--- config.mk ---
export PLATFORM = sky130hd
export DESIGN_NAME = irq_ctrl
export DESIGN_NICKNAME = d
export VERILOG_FILES = /design/src/rtl/irq_ctrl_pkg.sv /design/src/rtl/irq_ctrl_regif.sv /design/src/rtl/irq_ctrl_capture.sv /design/src/rtl/irq_ctrl_service.sv /design/src/rtl/irq_ctrl.sv
export SDC_FILE = /design/constraint.sdc
export NUM_CORES = 1
export LEC_CHECK = 0
export ABC_AREA = 1
export ABC_CLOCK_PERIOD_IN_PS = 1380
export BUFFER_PORTS_ARGS = -buffer_cell sky130_fd_sc_hd__buf_2
export CORE_MARGIN = 2
export CORE_UTILIZATION = 55
export CTS_BUF_LIST = sky130_fd_sc_hd__clkbuf_2
export DETAILED_ROUTE_END_ITERATION = 10
export PLACE_DENSITY_LB_ADDON = 0.05
export REMOVE_ABC_BUFFERS = 1
export SLEW_MARGIN = 20
export SYNTH_ARGS = -nofsm -noshare
export SYNTH_HDL_FRONTEND = slang
export SYNTH_HIERARCHICAL = 1
export SYNTH_SLANG_ARGS = --single-unit
export TNS_END_PERCENT = 20
--- constraint.sdc ---
create_clock -name clk -period 1.38 [get_ports clk]
set_input_delay 0.069 -clock clk [delete_from_list [all_inputs] [get_ports clk]]
set_output_delay 0.069 -clock clk [all_outputs]
set_load 0.01 [all_outputs]
--- src/rtl/irq_ctrl_pkg.sv ---
package irq_ctrl_pkg;
    localparam int LVL_W  = 3;
    localparam int N_IRQ  = 1 << LVL_W;
    localparam int DW     = 8;
    localparam int BASE_W = DW - LVL_W;

    localparam logic [2:0] EOI_NONSPEC = 3'b001;
    localparam logic [2:0] EOI_SPEC    = 3'b011;

    typedef enum logic [2:0] {
        S_UNINIT,
        S_W2,
        S_W3,
        S_W4,
        S_READY
    } init_st_t;

    typedef struct packed {
        logic              ready;
        logic              level_mode;
        logic              auto_eoi;
        logic              rd_irr;
        logic [BASE_W-1:0] base;
    } cfg_t;

    typedef struct packed {
        logic             hit;
        logic [LVL_W-1:0] idx;
    } pick_t;

    // Lowest set index wins; with no bit set the index reads all ones.
    function automatic pick_t pick_first(input logic [N_IRQ-1:0] v);
        pick_t p;
        p.hit = 1'b0;
        p.idx = '1;
        for (int i = N_IRQ - 1; i >= 0; i--) begin
            if (v[i]) begin
                p.hit = 1'b1;
                p.idx = LVL_W'(i);
            end
        end
        return p;
    endfunction
endpackage

--- src/rtl/irq_ctrl_regif.sv ---
module irq_ctrl_regif
    import irq_ctrl_pkg::*;
(
    input  logic             clk,
    input  logic             rst,
    input  logic             wr_en,
    input  logic             a0,
    input  logic [DW-1:0]    wdata,
    output cfg_t             cfg,
    output logic [N_IRQ-1:0] mask,
    output logic             init_pulse,
    output logic             eoi_valid,
    output logic [2:0]       eoi_cmd,
    output logic [LVL_W-1:0] eoi_lvl
);
    init_st_t          st;
    logic              need_w4;
    logic              single;
    logic              lvl_q;
    logic              aeoi_q;
    logic              rdirr_q;
    logic [BASE_W-1:0] base_q;

    logic is_w1, is_cmd, is_sel, odd_wr;

    always_comb begin
        is_w1   = wr_en && !a0 && wdata[4];
        is_cmd  = wr_en && !a0 && (wdata[4:3] == 2'b00) && (st == S_READY);
        is_sel  = wr_en && !a0 && (wdata[4:3] == 2'b01) && (st == S_READY);
        odd_wr  = wr_en && a0;
        init_pulse = is_w1;
        eoi_valid  = is_cmd;
        eoi_cmd    = wdata[7:5];
        eoi_lvl    = wdata[LVL_W-1:0];
        cfg.ready      = (st == S_READY);
        cfg.level_mode = lvl_q;
        cfg.auto_eoi   = aeoi_q;
        cfg.rd_irr     = rdirr_q;
        cfg.base       = base_q;
    end

    always_ff @(posedge clk) begin
        if (rst) begin
            st      <= S_UNINIT;
            need_w4 <= 1'b0;
            single  <= 1'b0;
            lvl_q   <= 1'b0;
            aeoi_q  <= 1'b0;
            rdirr_q <= 1'b1;
            base_q  <= '0;
            mask    <= '0;
        end else if (is_w1) begin
            st      <= S_W2;
            need_w4 <= wdata[0];
            single  <= wdata[1];
            lvl_q   <= wdata[3];
            aeoi_q  <= 1'b0;
            rdirr_q <= 1'b1;
            mask    <= '0;
        end else if (odd_wr) begin
            case (st)
                S_W2: begin
                    base_q <= wdata[DW-1:LVL_W];
                    if (!single)      st <= S_W3;
                    else if (need_w4) st <= S_W4;
                    else              st <= S_READY;
                end
                S_W3: st <= need_w4 ? S_W4 : S_READY;
                S_W4: begin
                    aeoi_q <= wdata[1];
                    st     <= S_READY;
                end
                S_READY: mask <= wdata;
                default: ;
            endcase
        end else if (is_sel && wdata[1]) begin
            rdirr_q <= wdata[0];
        end
    end
endmodule

--- src/rtl/irq_ctrl_capture.sv ---
module irq_ctrl_capture
    import irq_ctrl_pkg::*;
(
    input  logic             clk,
    input  logic             rst,
    input  logic [N_IRQ-1:0] irq_in,
    input  logic             level_mode,
    input  logic             init_pulse,
    input  logic [N_IRQ-1:0] clr,
    output logic [N_IRQ-1:0] irr
);
    logic [N_IRQ-1:0] prev;

    for (genvar g = 0; g < N_IRQ; g++) begin : g_line
        always_ff @(posedge clk) begin
            if (rst) begin
                prev[g] <= 1'b0;
                irr[g]  <= 1'b0;
            end else begin
                prev[g] <= irq_in[g];
                if (init_pulse)                  irr[g] <= 1'b0;
                else if (level_mode)             irr[g] <= irq_in[g];
                else if (irq_in[g] && !prev[g])  irr[g] <= 1'b1;
                else if (clr[g])                 irr[g] <= 1'b0;
            end
        end
    end
endmodule

--- src/rtl/irq_ctrl_service.sv ---
module irq_ctrl_service
    import irq_ctrl_pkg::*;
(
    input  logic              clk,
    input  logic              rst,
    input  logic              ready,
    input  logic              auto_eoi,
    input  logic [BASE_W-1:0] base,
    input  logic [N_IRQ-1:0]  irr,
    input  logic [N_IRQ-1:0]  mask,
    input  logic              ack,
    input  logic              init_pulse,
    input  logic              eoi_valid,
    input  logic [2:0]        eoi_cmd,
    input  logic [LVL_W-1:0]  eoi_lvl,
    output logic [N_IRQ-1:0]  isr,
    output logic [N_IRQ-1:0]  ack_clr,
    output logic              int_out,
    output logic              vec_drive,
    output logic [DW-1:0]     vec,
    output logic              phase,
    output logic [LVL_W-1:0]  lvl_q
);
    logic             took_q;
    pick_t            pp, ip;
    logic             ack_first, ack_second;
    logic [N_IRQ-1:0] isr_next;

    always_comb begin
        pp = pick_first(irr & ~mask);
        ip = pick_first(isr);
        int_out    = ready && pp.hit && (!ip.hit || (pp.idx < ip.idx));
        ack_first  = ack && !phase;
        ack_second = ack && phase;
        ack_clr    = (ack_first && pp.hit) ? (N_IRQ'(1) << pp.idx) : '0;
        vec_drive  = ack_second;
        vec        = {base, lvl_q};

        isr_next = isr;
        if (ack_first && pp.hit)
            isr_next[pp.idx] = 1'b1;
        if (ack_second && auto_eoi && took_q)
            isr_next[lvl_q] = 1'b0;
        if (eoi_valid) begin
            case (eoi_cmd)
                EOI_NONSPEC: if (ip.hit) isr_next[ip.idx] = 1'b0;
                EOI_SPEC:    isr_next[eoi_lvl] = 1'b0;
                default: ;
            endcase
        end
    end

    always_ff @(posedge clk) begin
        if (rst) begin
            isr    <= '0;
            phase  <= 1'b0;
            lvl_q  <= '1;
            took_q <= 1'b0;
        end else if (init_pulse) begin
            isr    <= '0;
            phase  <= 1'b0;
            took_q <= 1'b0;
        end else begin
            isr <= isr_next;
            if (ack_first) begin
                phase  <= 1'b1;
                lvl_q  <= pp.idx;
                took_q <= pp.hit;
            end else if (ack_second) begin
                phase  <= 1'b0;
            end
        end
    end
endmodule

--- src/rtl/irq_ctrl.sv ---
module irq_ctrl
    import irq_ctrl_pkg::*;
(
    input  logic          clk,
    input  logic          rst,
    input  logic          wr_en,
    input  logic          rd_en,
    input  logic          a0,
    input  logic [7:0]    wdata,
    output logic [7:0]    rdata,
    input  logic [7:0]    irq_in,
    input  logic          ack,
    output logic          int_out
);
    cfg_t             cfg_w;
    logic [N_IRQ-1:0] mask_w, irr_w, isr_w, clr_w;
    logic             init_w, eoi_v_w, vdrv_w, phase_w;
    logic [2:0]       eoi_c_w;
    logic [LVL_W-1:0] eoi_l_w, lvl_w;
    logic [DW-1:0]    vec_w;

    irq_ctrl_regif u_regif (
        .clk(clk), .rst(rst), .wr_en(wr_en), .a0(a0), .wdata(wdata),
        .cfg(cfg_w), .mask(mask_w), .init_pulse(init_w),
        .eoi_valid(eoi_v_w), .eoi_cmd(eoi_c_w), .eoi_lvl(eoi_l_w)
    );

    irq_ctrl_capture u_capture (
        .clk(clk), .rst(rst), .irq_in(irq_in), .level_mode(cfg_w.level_mode),
        .init_pulse(init_w), .clr(clr_w), .irr(irr_w)
    );

    irq_ctrl_service u_service (
        .clk(clk), .rst(rst), .ready(cfg_w.ready), .auto_eoi(cfg_w.auto_eoi),
        .base(cfg_w.base), .irr(irr_w), .mask(mask_w), .ack(ack),
        .init_pulse(init_w), .eoi_valid(eoi_v_w), .eoi_cmd(eoi_c_w),
        .eoi_lvl(eoi_l_w), .isr(isr_w), .ack_clr(clr_w), .int_out(int_out),
        .vec_drive(vdrv_w), .vec(vec_w), .phase(phase_w), .lvl_q(lvl_w)
    );

    always_comb begin
        if (vdrv_w)      rdata = vec_w;
        else if (!rd_en) rdata = '0;
        else if (a0)     rdata = mask_w;
        else             rdata = cfg_w.rd_irr ? irr_w : isr_w;
    end
endmodule

### After elaboration in Yosys (flattened, before gate mapping)

Cells that the tools add are included.

* flip-flop bits (word level): 50
* output and inout bits: 9

* order comparisons: 9
* equal/unequal tests: 7
* shift-type cells: 1
* multiplexer cells: 65
* bitwise gates (word level): 11
* reduce and logical (&&, ||, !) cells: 60

Operators with widths (number)
* 2-to-1 mux 8 bit: 9
* 2-to-1 mux 4 bit: 16
* bitwise AND 8 bit: 4
* 2-to-1 mux 1 bit: 32
* NOT 8 bit: 4
* logical AND 1 bit: 27
* nonzero test 3 bit: 9
* < comparator 3 x 4 -> 1 bit (second input constant): 4
* case mux 8 bit (2 select lines): 1
* demux 1 bit (select 3 bit): 4
* >= comparator 3 x 1 -> 1 bit (second input constant): 4
* AND reduction 2 bit: 6
* logical NOT 1 bit: 11
* equality test 3 x 2 -> 1 bit (second input constant): 3
* case mux 3 bit (3 select lines): 1
* OR 8 bit: 1
* left shift 1 x 3 -> 8 bit (first input constant): 1
* equality test 3 x 1 -> 1 bit (second input constant): 2
* 2-to-1 mux 3 bit: 2
* nonzero test 2 bit: 2
* nonzero test 4 bit: 1
* equality test 3 bit (second input constant): 1
* < comparator 3 bit: 1
* AND reduction 3 bit: 1
* other kinds (5): 6

### Depth between registers and ports, before layout

Gate-level depths: netlist of the first run.

* depth in word-level cells: 22
* depth in mapped cells: 12
* gate-level depth less buffers: 12

### Modules after synthesis

The synthesis of the first run kept the hierarchy.

By module, submodules not included
* irq_ctrl_service: instances 1, cells each 203, area each 1310.0 um^2, sequential area each 260.2 um^2
* irq_ctrl_regif: instances 1, cells each 136, area each 968.4 um^2, sequential area each 420.4 um^2
* irq_ctrl_capture: instances 1, cells each 77, area each 618.1 um^2, sequential area each 320.3 um^2
* irq_ctrl: instances 1, cells each 71, area each 316.6 um^2, sequential area each 0.0 um^2

### Worst setup path before layout of the first run

Ideal clock, no wire load.

* kind: reg2reg
* from: register u_regif.st[0]
* to: register u_service.isr[0]
* library setup time: 0.118 ns
* arrival: 1.362 ns
* setup slack: -0.100 ns
* stages on the path, launching flop included: 9
* period minus slack after synthesis: 1.480 ns
* cell sequence: dfxtp_1 -> nor2_1 -> nand2_1 -> nor4_1 -> nand3_1 -> inv_1 -> o211ai_1 -> o211ai_1 -> nor2_1

* cells in the longest elaborated chain, start to end: 3

Ends and longest elaborated chain
* start, declared: RTL line irq_ctrl_regif.sv:16 `init_st_t st;`
* start signal, assigned: RTL line irq_ctrl_regif.sv:68 `S_W3: st <= need_w4 ? S_W4 : S_READY;`
* equality test 3 bit: RTL line irq_ctrl_regif.sv:28 `is_cmd = wr_en && !a0 && (wdata[4:3] == 2'b00) && (st == S_READY);`
* logical AND 1 bit: RTL line irq_ctrl_regif.sv:28
* net eoi_v_w: RTL line irq_ctrl.sv:17 `logic init_w, eoi_v_w, vdrv_w, phase_w;`
* 2-to-1 mux 8 bit: RTL line irq_ctrl_service.sv:44 `if (eoi_valid) begin`
* end signal, assigned: RTL line irq_ctrl_service.sv:64 `isr <= isr_next;`
* end, declared: RTL line irq_ctrl_service.sv:16 `output logic [N_IRQ-1:0] isr,`

The timed path passes the listed nets, and every way through them passes these cells.
A chain may end at the register's enable or synchronous reset.

==> flow_summary.json, run 1 <==
{
  "critPathLaunchType": "register",
  "cts_max_level": 2,
  "crit_arrival_ns": 1.89,
  "ys.flop_type": "dfxtp_1",
  "powerDensity_nw_per_um2": 770,
  "port_buffers": 30,
  "setup_ws_ns": -0.580,
  "syn-cell-area_um2": 3210,
  "cap_violations": 0,
  "area_delta_synth_final_pct": 30.6,
  "p_leak_nw": 2.00,
  "routabilityCongestion": 0.909,
  "synth.most_common_cell": "nand2_1",
  "endpoint_kind": "output pin",
  "synth_area_leaders": "dfxtp_1 31%, nand2_1 13%, nor2_1 9.3%",
  "overflow": 0,
  "outcome": "finished with violations",
  "ys_ff_latch": 50,
  "violations": "negative setup slack",
  "grt_max_degree": 18,
  "path_clk_slew_ns": 0.29,
  "synth-async-reset-ratio": 0,
  "setup_viol": 25,
  "routed_wl_mm": 9.48,
  "die_w_um": 80.4,
  "slowest_stage": "dfxtp_2",
  "initial_core_util": 0.576,
  "grt_pass1_vias": 3177,
  "clock-sinks": 50,
  "critPathKind": "reg -> out",
  "drive_above_1_share": 0.346,
  "syn_area_per_cell_um2": 6.60,
  "dpl.hpwl_mm": 6.79,
  "yosys_warnings": 6,
  "finalHoldViolCount": 0,
  "crit_required_ns": 1.31,
  "root_buffer": "clkbuf_2",
  "grt_pass1_wl_mm": 14.5,
  "slew_headroom": 0.772,
  "die-height_um": 80.4,
  "ant_nets": 0,
  "worstPathCellList": "inv_1 > nand2_2 > nand2_4 > nor2_8 > ha_4 > a21boi_1 > o21ai_1 > nand2_1 > a21oi_2 > buf_2",
  "numCtsBuffers": 5,
  "rsz0062_at_grt": "yes",
  "clock_path_buffers": 2,
  "synth_cell_types": 38,
  "synth_cells": 487,
  "critPathMaxFanout": 3,
  "synth_top_cell_by_area": "dfxtp_1",
  "hold_class": "in -> reg",
  "clock_skew_ns": 0.0254,
  "routed-via-count": 3439,
  "synth_edf_count": 0,
  "track_usage": 0.298,
  "clk_latency_ns": 0.47,
  "tns_ns": -4.62,
  "firstDrtPassIters": 5,
  "n_antenna_cell": 0,
  "finalCritPeriodShare": 1.42,
  "ioPinCount": 31,
  "worstMarginPinSlew_ns": 0.342,
  "ys_seq_area_frac": 0.312,
  "fmax_mhz": 510,
  "stdcell_area_um2": 4200,
  "wl_per_cell_um": 14.5,
  "period_minus_slack_ns": 1.96,
  "finalNetCount": 606,
  "antenna_found_initial": 0,
  "synth_top_area_frac": 0.312,
  "cts_tree": "built",
  "num_rows": 27,
  "die-area_um2": 6470,
  "synth.top_cells.by_count": "111 x nand2_1, 80 x nor2_1, 58 x inv_1, 50 x dfxtp_1, 35 x nand3_1",
  "vias_per_cell": 5.24,
  "slowest_delay_ns": 0.40,
  "slew_violations": 0,
  "core_area_um2": 5570,
  "ir_worst_vdd_v": 0.000617,
  "dp_slack_ns": -0.315,
  "drcViolationCount": 0,
  "placed_cell_area_um2": 3660,
  "drt_iter0_drc": 162,
  "total_power_mw": 3.23
}
## through the flow
stage	instances	hold WS, ns	utilization
3_5_place_dp	618	0.295	0.657
4_1_cts	652	0.00409	0.723
6_report	656	0.0173	0.753
5_1_grt	656	0.0425	0.753
2_1_floorplan	462	0.138	-
3_3_place_gp	618	0.287	0.657
## cells by family after synthesis
kind of cell / synth area share
AOI/OAI and AO/OA: 0.117
DFF: 0.312
adders and majority gates: 0.00389
and+or+nand+nor: 0.418
buffers and inverters: 0.150
## state kept, by name, indices dropped and copies added, names as in the netlist
| name | flops |
|---|---|
| u_capture/irr | 8 |
| u_capture/prev | 8 |
| u_regif/mask | 8 |
| u_service/isr | 8 |
| u_regif/base_q | 5 |
| u_regif/st | 3 |
| u_service/lvl_q | 3 |
| u_regif/aeoi_q | 1 |
| u_regif/lvl_q | 1 |
| u_regif/need_w4 | 1 |
| u_regif/rdirr_q | 1 |
| u_regif/single | 1 |
| u_service/phase | 1 |
| u_service/took_q | 1 |
## critical path, delay by kind of cell (launching register included)
| kind | cells | cell delay, ns |
|---|---|---|
| DFF | 1 | 0.40 |
| and+or+nand+nor | 4 | 0.34 |
| AOI/OAI and AO/OA | 3 | 0.29 |
| adders and majority gates | 1 | 0.20 |
| buffers and inverters | 2 | 0.18 |
## cells in the final DEF (no fill, tap or decap), types with 2 or more instances in the layout
cell	Yosys	routed
nor2_4	5	10
nand3_2	2	6
nand4_1	6	6
inv_6	1	2
nand2_4	7	7
nor2_2	11	15
o21ai_0	21	21
buf_4	19	58
inv_1	58	55
inv_2	8	10
dlygate4sd3_1	0	22
buf_2	1	28
nor2_1	80	71
dfxtp_1	50	35
clkbuf_2	0	5
nand3_1	35	30
a21boi_1	0	2
inv_4	2	3
o21ai_1	5	5
nand2_2	10	15
nand4_4	1	2
o31ai_1	2	2
a21oi_2	10	10
nand2_1	111	105
o211ai_1	3	3
or2_1	2	2
nor3_1	6	6
buf_6	4	5
dfxtp_2	0	14
a21oi_1	14	14
nand3_4	1	2
## worst paths after layout
kind	startpoint	to	slack [ns]	cells past startpoint
setup / recovery	u_regif/mask[2]	int_out	-0.58	10
hold / removal	wdata[4]	u_regif/mask[4]	0.02	4
setup reg to reg	u_regif/mask[2]	u_capture/irr[1]	-0.28	13
hold reg to reg	u_regif/lvl_q	u_regif/lvl_q	0.49	2
## routing by layer
| metal | vias up | GRT usage | share of wire |
|---|---|---|---|
| li1 | 1706 | - | - |
| met1 | 1600 | 0.353 | 0.43 |
| met2 | 106 | 0.529 | 0.50 |
| met3 | 27 | 0.0438 | 0.042 |
| met4 | 0 | 0.131 | 0.031 |
| met5 | - | 0 | 0 |
## repair_timing
action                                 CTS  global route
gates resized for setup                 24            36
buffers inserted                         5             4
endpoints found under the hold margin   29             1
setup endpoints to repair               24            29
hold buffers                            21             1
pin swaps                               25            11
## report_power, final
group | total (mW) | internal (mW) | switching, mW
Sequential | 1.57 | 1.51 | 0.0543
Clock | 0.661 | 0.135 | 0.526
Combinational | 1.00 | 0.435 | 0.568
## layout make-up
cell class | count | area [µm²]
well taps | 72 | 90.1
flip-flops and latches | 50 | 1020
inverters | 70 | 275
fillers | 477 | 1380
multi-input cells | 342 | 1890
clock buffers | 5 | 25.0
repair buffers | 114 | 872
clock inverters | 3 | 25.0
(Power assumes the default switching activity.)
==> run 2: changes to the inputs <==
--- a/config.mk
+++ b/config.mk
@@ -19,4 +19,4 @@
 export SYNTH_HDL_FRONTEND = slang
 export SYNTH_HIERARCHICAL = 1
 export SYNTH_SLANG_ARGS = --single-unit
-export TNS_END_PERCENT = 20
+export TNS_END_PERCENT = 5
==> run 2 against run 1 <==
Against the previous run:
- the run still ends with negative setup slack left
- flip-flop and latch count unchanged
- hold slack better by 0.031 ns
- final cell count down 0.76%
- routed wire length down 4.4%
- count of clock-buffer cells in the layout unchanged
- register-to-register slack better by 0.09 ns
- combinational power down 8%
- sequential share of layout area up 0.65 points
- critical endpoint unchanged
- largest power group unchanged
==> flow_summary.json, run 2 (synthesis results as in run 1) <==
{
  "outcome": "finished with violations",
  "violations": "negative setup slack",
  "dpl.hpwl_mm": 6.79,
  "hold_class": "in -> reg",
  "final_common_cell": "nand2_1",
  "routed_wl_mm": 9.06,
  "drive_above_1_share": 0.323,
  "vias_per_cell": 5.13,
  "layout_common_cells": "108 x nand2_1, 75 x nor2_1, 55 x buf_4, 55 x inv_1, 36 x dfxtp_1",
  "p_sw_mw": 1.09,
  "slew_headroom": 0.775,
  "finalCritPeriodShare": 1.39,
  "cap_violations": 0,
  "numCtsBuffers": 5,
  "setup_viol": 24,
  "overflow": 0,
  "worstMarginPinSlew_ns": 0.337,
  "num_rows": 27,
  "path_clk_slew_ns": 0.27,
  "fmax_mhz": 520,
  "period_minus_slack_ns": 1.92,
  "root_buffer": "clkbuf_2",
  "cts_tree": "built",
  "rsz0062_at_grt": "yes",
  "p_comb_frac": 0.294,
  "critPathKind": "reg -> out",
  "holdWs_ns": 0.0488,
  "holdPathStages": 4,
  "die-height_um": 80.4,
  "stdcell_area_um2": 4070,
  "initial_core_util": 0.576,
  "pwr-share-seq": 0.500,
  "area_delta_synth_final_pct": 26.8,
  "p_clk_frac": 0.206,
  "cp_top_family": "simple AND/OR/NAND/NOR gates",
  "slowest_stage": "dfxtp_1",
  "path_common_cell": "nand2_1",
  "placed_cell_area_um2": 3660,
  "switching_share": 0.348,
  "r2r-start": "u_regif/mask[0]",
  "clock_path_buffers": 2,
  "finalNetCount": 601,
  "crit_buf_inv": 3,
  "p_leak_nw": 1.96,
  "ioPinCount": 31,
  "dp_slack_ns": -0.315,
  "ff2ff_setup_slack_ns": -0.19,
  "wl_per_cell_um": 13.9,
  "grt_max_degree": 18,
  "p_int_mw": 2.05,
  "worst_hold_path.endpoint": "u_regif/mask[4]",
  "dpl.cell_count": 618,
  "port_buffers": 30,
  "grt_pass1_vias": 3170,
  "grt_pass1_wl_mm": 14.4,
  "slew_violations": 0,
  "fillers": 498,
  "ir_worst_vdd_v": 0.000625,
  "powerDensity_nw_per_um2": 771,
  "clock_skew_ns": 0.0227,
  "worstSetupStartpoint": "u_service/isr[0]",
  "cts_max_level": 2,
  "drcViolationCount": 0,
  "crit_required_ns": 1.31,
  "die_w_um": 80.4,
  "slowest_delay_ns": 0.38,
  "n_antenna_cell": 0,
  "die-area_um2": 6470,
  "routed-via-count": 3340,
  "worstHoldStart": "wdata[4]",
  "ant_nets": 0,
  "critPathMaxFanout": 5,
  "clock-sinks": 50,
  "clk_latency_ns": 0.44,
  "drt_iter0_drc": 194,
  "crit_arrival_ns": 1.85,
  "firstDrtPassIters": 4,
  "finalHoldViolCount": 0,
  "total_power_mw": 3.14,
  "setup_ws_ns": -0.542,
  "reg2reg_depth": 12,
  "r2r-end": "u_capture/irr[1]",
  "critPathLaunchType": "register",
  "fin_cells": 651,
  "routabilityCongestion": 0.909,
  "antenna_found_initial": 0,
  "core_area_um2": 5570,
  "endpoint_kind": "output pin",
  "track_usage": 0.296,
  "worstPathCellList": "buf_4 > nor2_1 > inv_1 > nand2_2 > nand2_1 > o21ai_1 > nand2_1 > a21oi_2 > buf_2"
}
-- run 2: cell count changes in the layout (fill, tap and decap cells not counted), moves of 3 or more --
| cell | previous run | this run |
|---|---|---|
| buf_4 | 58 | 55 |
| buf_6 | 5 | 2 |
| nand2_1 | 105 | 108 |
| nand2_2 | 15 | 12 |
| nor2_1 | 71 | 75 |
| nor2_4 | 10 | 6 |
-- run 2: worst max-delay path by stage --
stage,cells after the start,slack [ns],to
CTS,10,-0.58,int_out
finish,9,-0.54,int_out
global route,10,-0.72,int_out
detailed placement,9,-0.31,u_service/isr[0]
global placement,9,-0.22,u_service/isr[0]
floorplan,8,-0.1,u_service/isr[0]
-- run 2: repair_timing --
action / CTS / global route
buffers inserted: 2 / 1
resized for setup: 24 / 16
hold endpoints to repair: 29 / 0
hold buffers: 22 / 0
pin swaps: 20 / 1
setup endpoints to repair: 24 / 28
-- run 2: worst reg2reg max path, cell delays in order (launching register included) --
cell and delay, ns:
dfxtp_2 0.40, inv_2 0.04, nand2_4 0.07, nand2_4 0.08, nor2_8 0.14, buf_4 0.15
nand3_2 0.10, nand2_2 0.08, or2_1 0.12, inv_1 0.04, inv_1 0.07, nand3_2 0.10
a21oi_2 0.14
-- run 2: through the flow --
| stage | util | setup TNS (ns) |
|---|---|---|
| 2_1_floorplan | - | -0.574 |
| 3_3_place_gp | 0.657 | -1.70 |
| 3_5_place_dp | 0.657 | -2.41 |
| 4_1_cts | 0.721 | -3.24 |
| 5_1_grt | 0.731 | -5.89 |
| 6_report | 0.731 | -3.31 |
-- run 2: power by group through the flow --
stage                     Clock, mW  Sequential (mW)  Combinational, mW
final                         0.646             1.57              0.924
after detailed placement          0             1.59              0.812
after global routing          0.717             1.58               1.01
after CTS                     0.665             1.57              0.892
after floorplan                   0             1.58              0.474
after global placement            0             1.59              0.798
-- run 2: area by class of cell --
cell class                 instances  area, µm²  area share
clock inverter                     3       25.0     0.00614
multi-input combinational        342       1820       0.446
sequential                        50       1020       0.250
inverter                          70        278      0.0682
timing repair buffer             109        821       0.201
tap                               72       90.1      0.0221
clock buffer                       5       25.0     0.00614
-- run 2: layer usage --
metal | global-route usage | part of all wire | up-vias
li1 | - | - | 1702
met1 | 0.351 | 0.43 | 1518
met2 | 0.528 | 0.49 | 97
met3 | 0.0438 | 0.042 | 23
met4 | 0.125 | 0.030 | 0
met5 | 0 | 0 | -
==> run 3: changes to the inputs <==
==> constraint.sdc (replaced) <==
create_clock -name clk -period 1.38 [get_ports clk]
set_input_delay 0.276 -clock clk [delete_from_list [all_inputs] [get_ports clk]]
set_output_delay 0.276 -clock clk [all_outputs]
set_load 0.01 [all_outputs]
==> run 3 against run 2 <==
Against the previous run:
- utilization is 0.18 points higher
- the flow still finishes with violations (negative setup slack)
- setup slack worse by 0.24 ns
- flip-flop and latch count stayed put
- critical endpoint unchanged
==> flow_summary.json, run 3 (synthesis results as in run 1) <==
{
  "outcome": "finished with violations",
  "violations": "negative setup slack",
  "finalNetCount": 601,
  "area_delta_synth_final_pct": 27.1,
  "fmax_mhz": 462,
  "cts_tree": "built",
  "path_clk_slew_ns": 0.28,
  "numCtsBuffers": 5,
  "wl_per_cell_um": 13.7,
  "grt_pass1_wl_mm": 14.6,
  "port_buffers": 30,
  "drt_iter0_drc": 278,
  "ioPinCount": 31,
  "clock-sinks": 50,
  "routed.top_layer": "met4",
  "crit_required_ns": 1.10,
  "critPathMaxFanout": 2,
  "die_w_um": 80.4,
  "finalHoldViolCount": 0,
  "ir_worst_vdd_v": 0.000701,
  "clock_skew_ns": 0.0237,
  "worstPathCellList": "inv_2 > nand2_4 > nand2_4 > nor2_8 > ha_4 > a21boi_1 > o21ai_1 > nand2_1 > a21oi_2 > buf_2",
  "tns_ns": -4.72,
  "hold_class": "in -> reg",
  "ant_nets": 0,
  "drive_above_1_share": 0.351,
  "vias_per_cell": 5.14,
  "slew_violations": 0,
  "root_buffer": "clkbuf_2",
  "cts_max_level": 2,
  "drcViolationCount": 0,
  "cap_violations": 0,
  "grt_max_degree": 17,
  "holdWs_ns": 0.0339,
  "worstMarginPinSlew_ns": 0.449,
  "critPathLaunchType": "register",
  "core_area_um2": 5570,
  "die-area_um2": 6470,
  "num_rows": 27,
  "finish.utilization": 0.733,
  "overflow": 0,
  "crit_arrival_ns": 1.89,
  "routed_wl_mm": 8.90,
  "rsz0062_at_grt": "yes",
  "final_common_cell": "nand2_1",
  "slew_headroom": 0.701,
  "firstDrtPassIters": 5,
  "routabilityCongestion": 0.881,
  "route.met3.wl_um": 560,
  "wl_met2_mm": 4.48,
  "powerDensity_nw_per_um2": 858,
  "clock_path_buffers": 2,
  "setup_viol": 25,
  "finalCritPeriodShare": 1.57,
  "p_leak_nw": 1.97,
  "placed_cell_area_um2": 3790,
  "crit_buf_inv": 2,
  "fillers": 494,
  "endpoint_kind": "output pin",
  "n_antenna_cell": 0,
  "stdcell_area_um2": 4080,
  "dpl.hpwl_mm": 6.97,
  "layout_common_cells": "108 x nand2_1, 72 x nor2_1, 71 x buf_4",
  "slowest_delay_ns": 0.41,
  "slowest_stage": "dfxtp_2",
  "critPathKind": "reg -> out",
  "period_minus_slack_ns": 2.17,
  "die-height_um": 80.4,
  "grt_pass1_vias": 3117,
  "path_common_cell": "nand2_4",
  "clk_latency_ns": 0.44,
  "antenna_found_initial": 0,
  "cp_top_family": "flip-flops",
  "initial_core_util": 0.576,
  "wl_met1_mm": 3.70,
  "setup_ws_ns": -0.786,
  "routed-via-count": 3349,
  "track_usage": 0.294
}
[run 3: cell count changes in the layout (fill, tap and decap cells not counted), sizes merged]
cell,change
buf,+16
bufinv,+2
clkinvlp,-1
dlygate4sd3,-16
inv,-1
[run 3: tightest hold or removal path, cell delays in order]
cell and delay (ns):
buf_2 0.10, inv_1 0.05, nor2_1 0.03
[run 3: timing repair]
item	in CTS	in global routing
hold buffers	6	0
endpoints found under the setup margin	25	29
endpoints found under the hold margin	6	0
resized for setup	22	17
pin swaps	13	8
setup buffers	2	0
[run 3: area by class of cell]
cell class	count	area, µm²	share of cell area
sequential	50	1010	0.248
clock buffer	5	25.0	0.00613
timing repair buffer	109	781	0.191
multi-input combinational	342	1830	0.449
inverter	70	273	0.0668
tap	72	90.1	0.0221
clock inverter	3	68.8	0.0169
[run 3: worst paths after layout]
check                                         end  slack, ns  cells after the start             from
worst min-delay path            u_capture/prev[6]       0.03                      3        irq_in[6]
worst max register to register   u_capture/irr[1]      -0.20                     12  u_regif/mask[0]
worst max-delay path                      int_out      -0.79                     10  u_regif/mask[0]
worst min register to register      u_regif/lvl_q       0.49                      2    u_regif/lvl_q
[run 3: report_power, final]
group	internal, mW	switching [mW]
clock	0.490	0.504
sequential	1.51	0.0483
combinational	0.407	0.539
total	2.41	1.09
[run 3: stage by stage]
step	instances	power (mW)	setup WS [ns]
floorplan	462	2.06	-0.196
global placement	635	2.44	-0.233
detailed placement	635	2.45	-0.296
CTS	651	3.49	-0.788
global route	651	3.66	-0.953
finish	651	3.50	-0.786
[run 3: layer usage]
metal	vias to the layer above	global-route usage
met1	1511	0.364
met4	0	0.0847
met3	16	0.0416
li1	1690	-
met2	132	0.525
met5	-	0
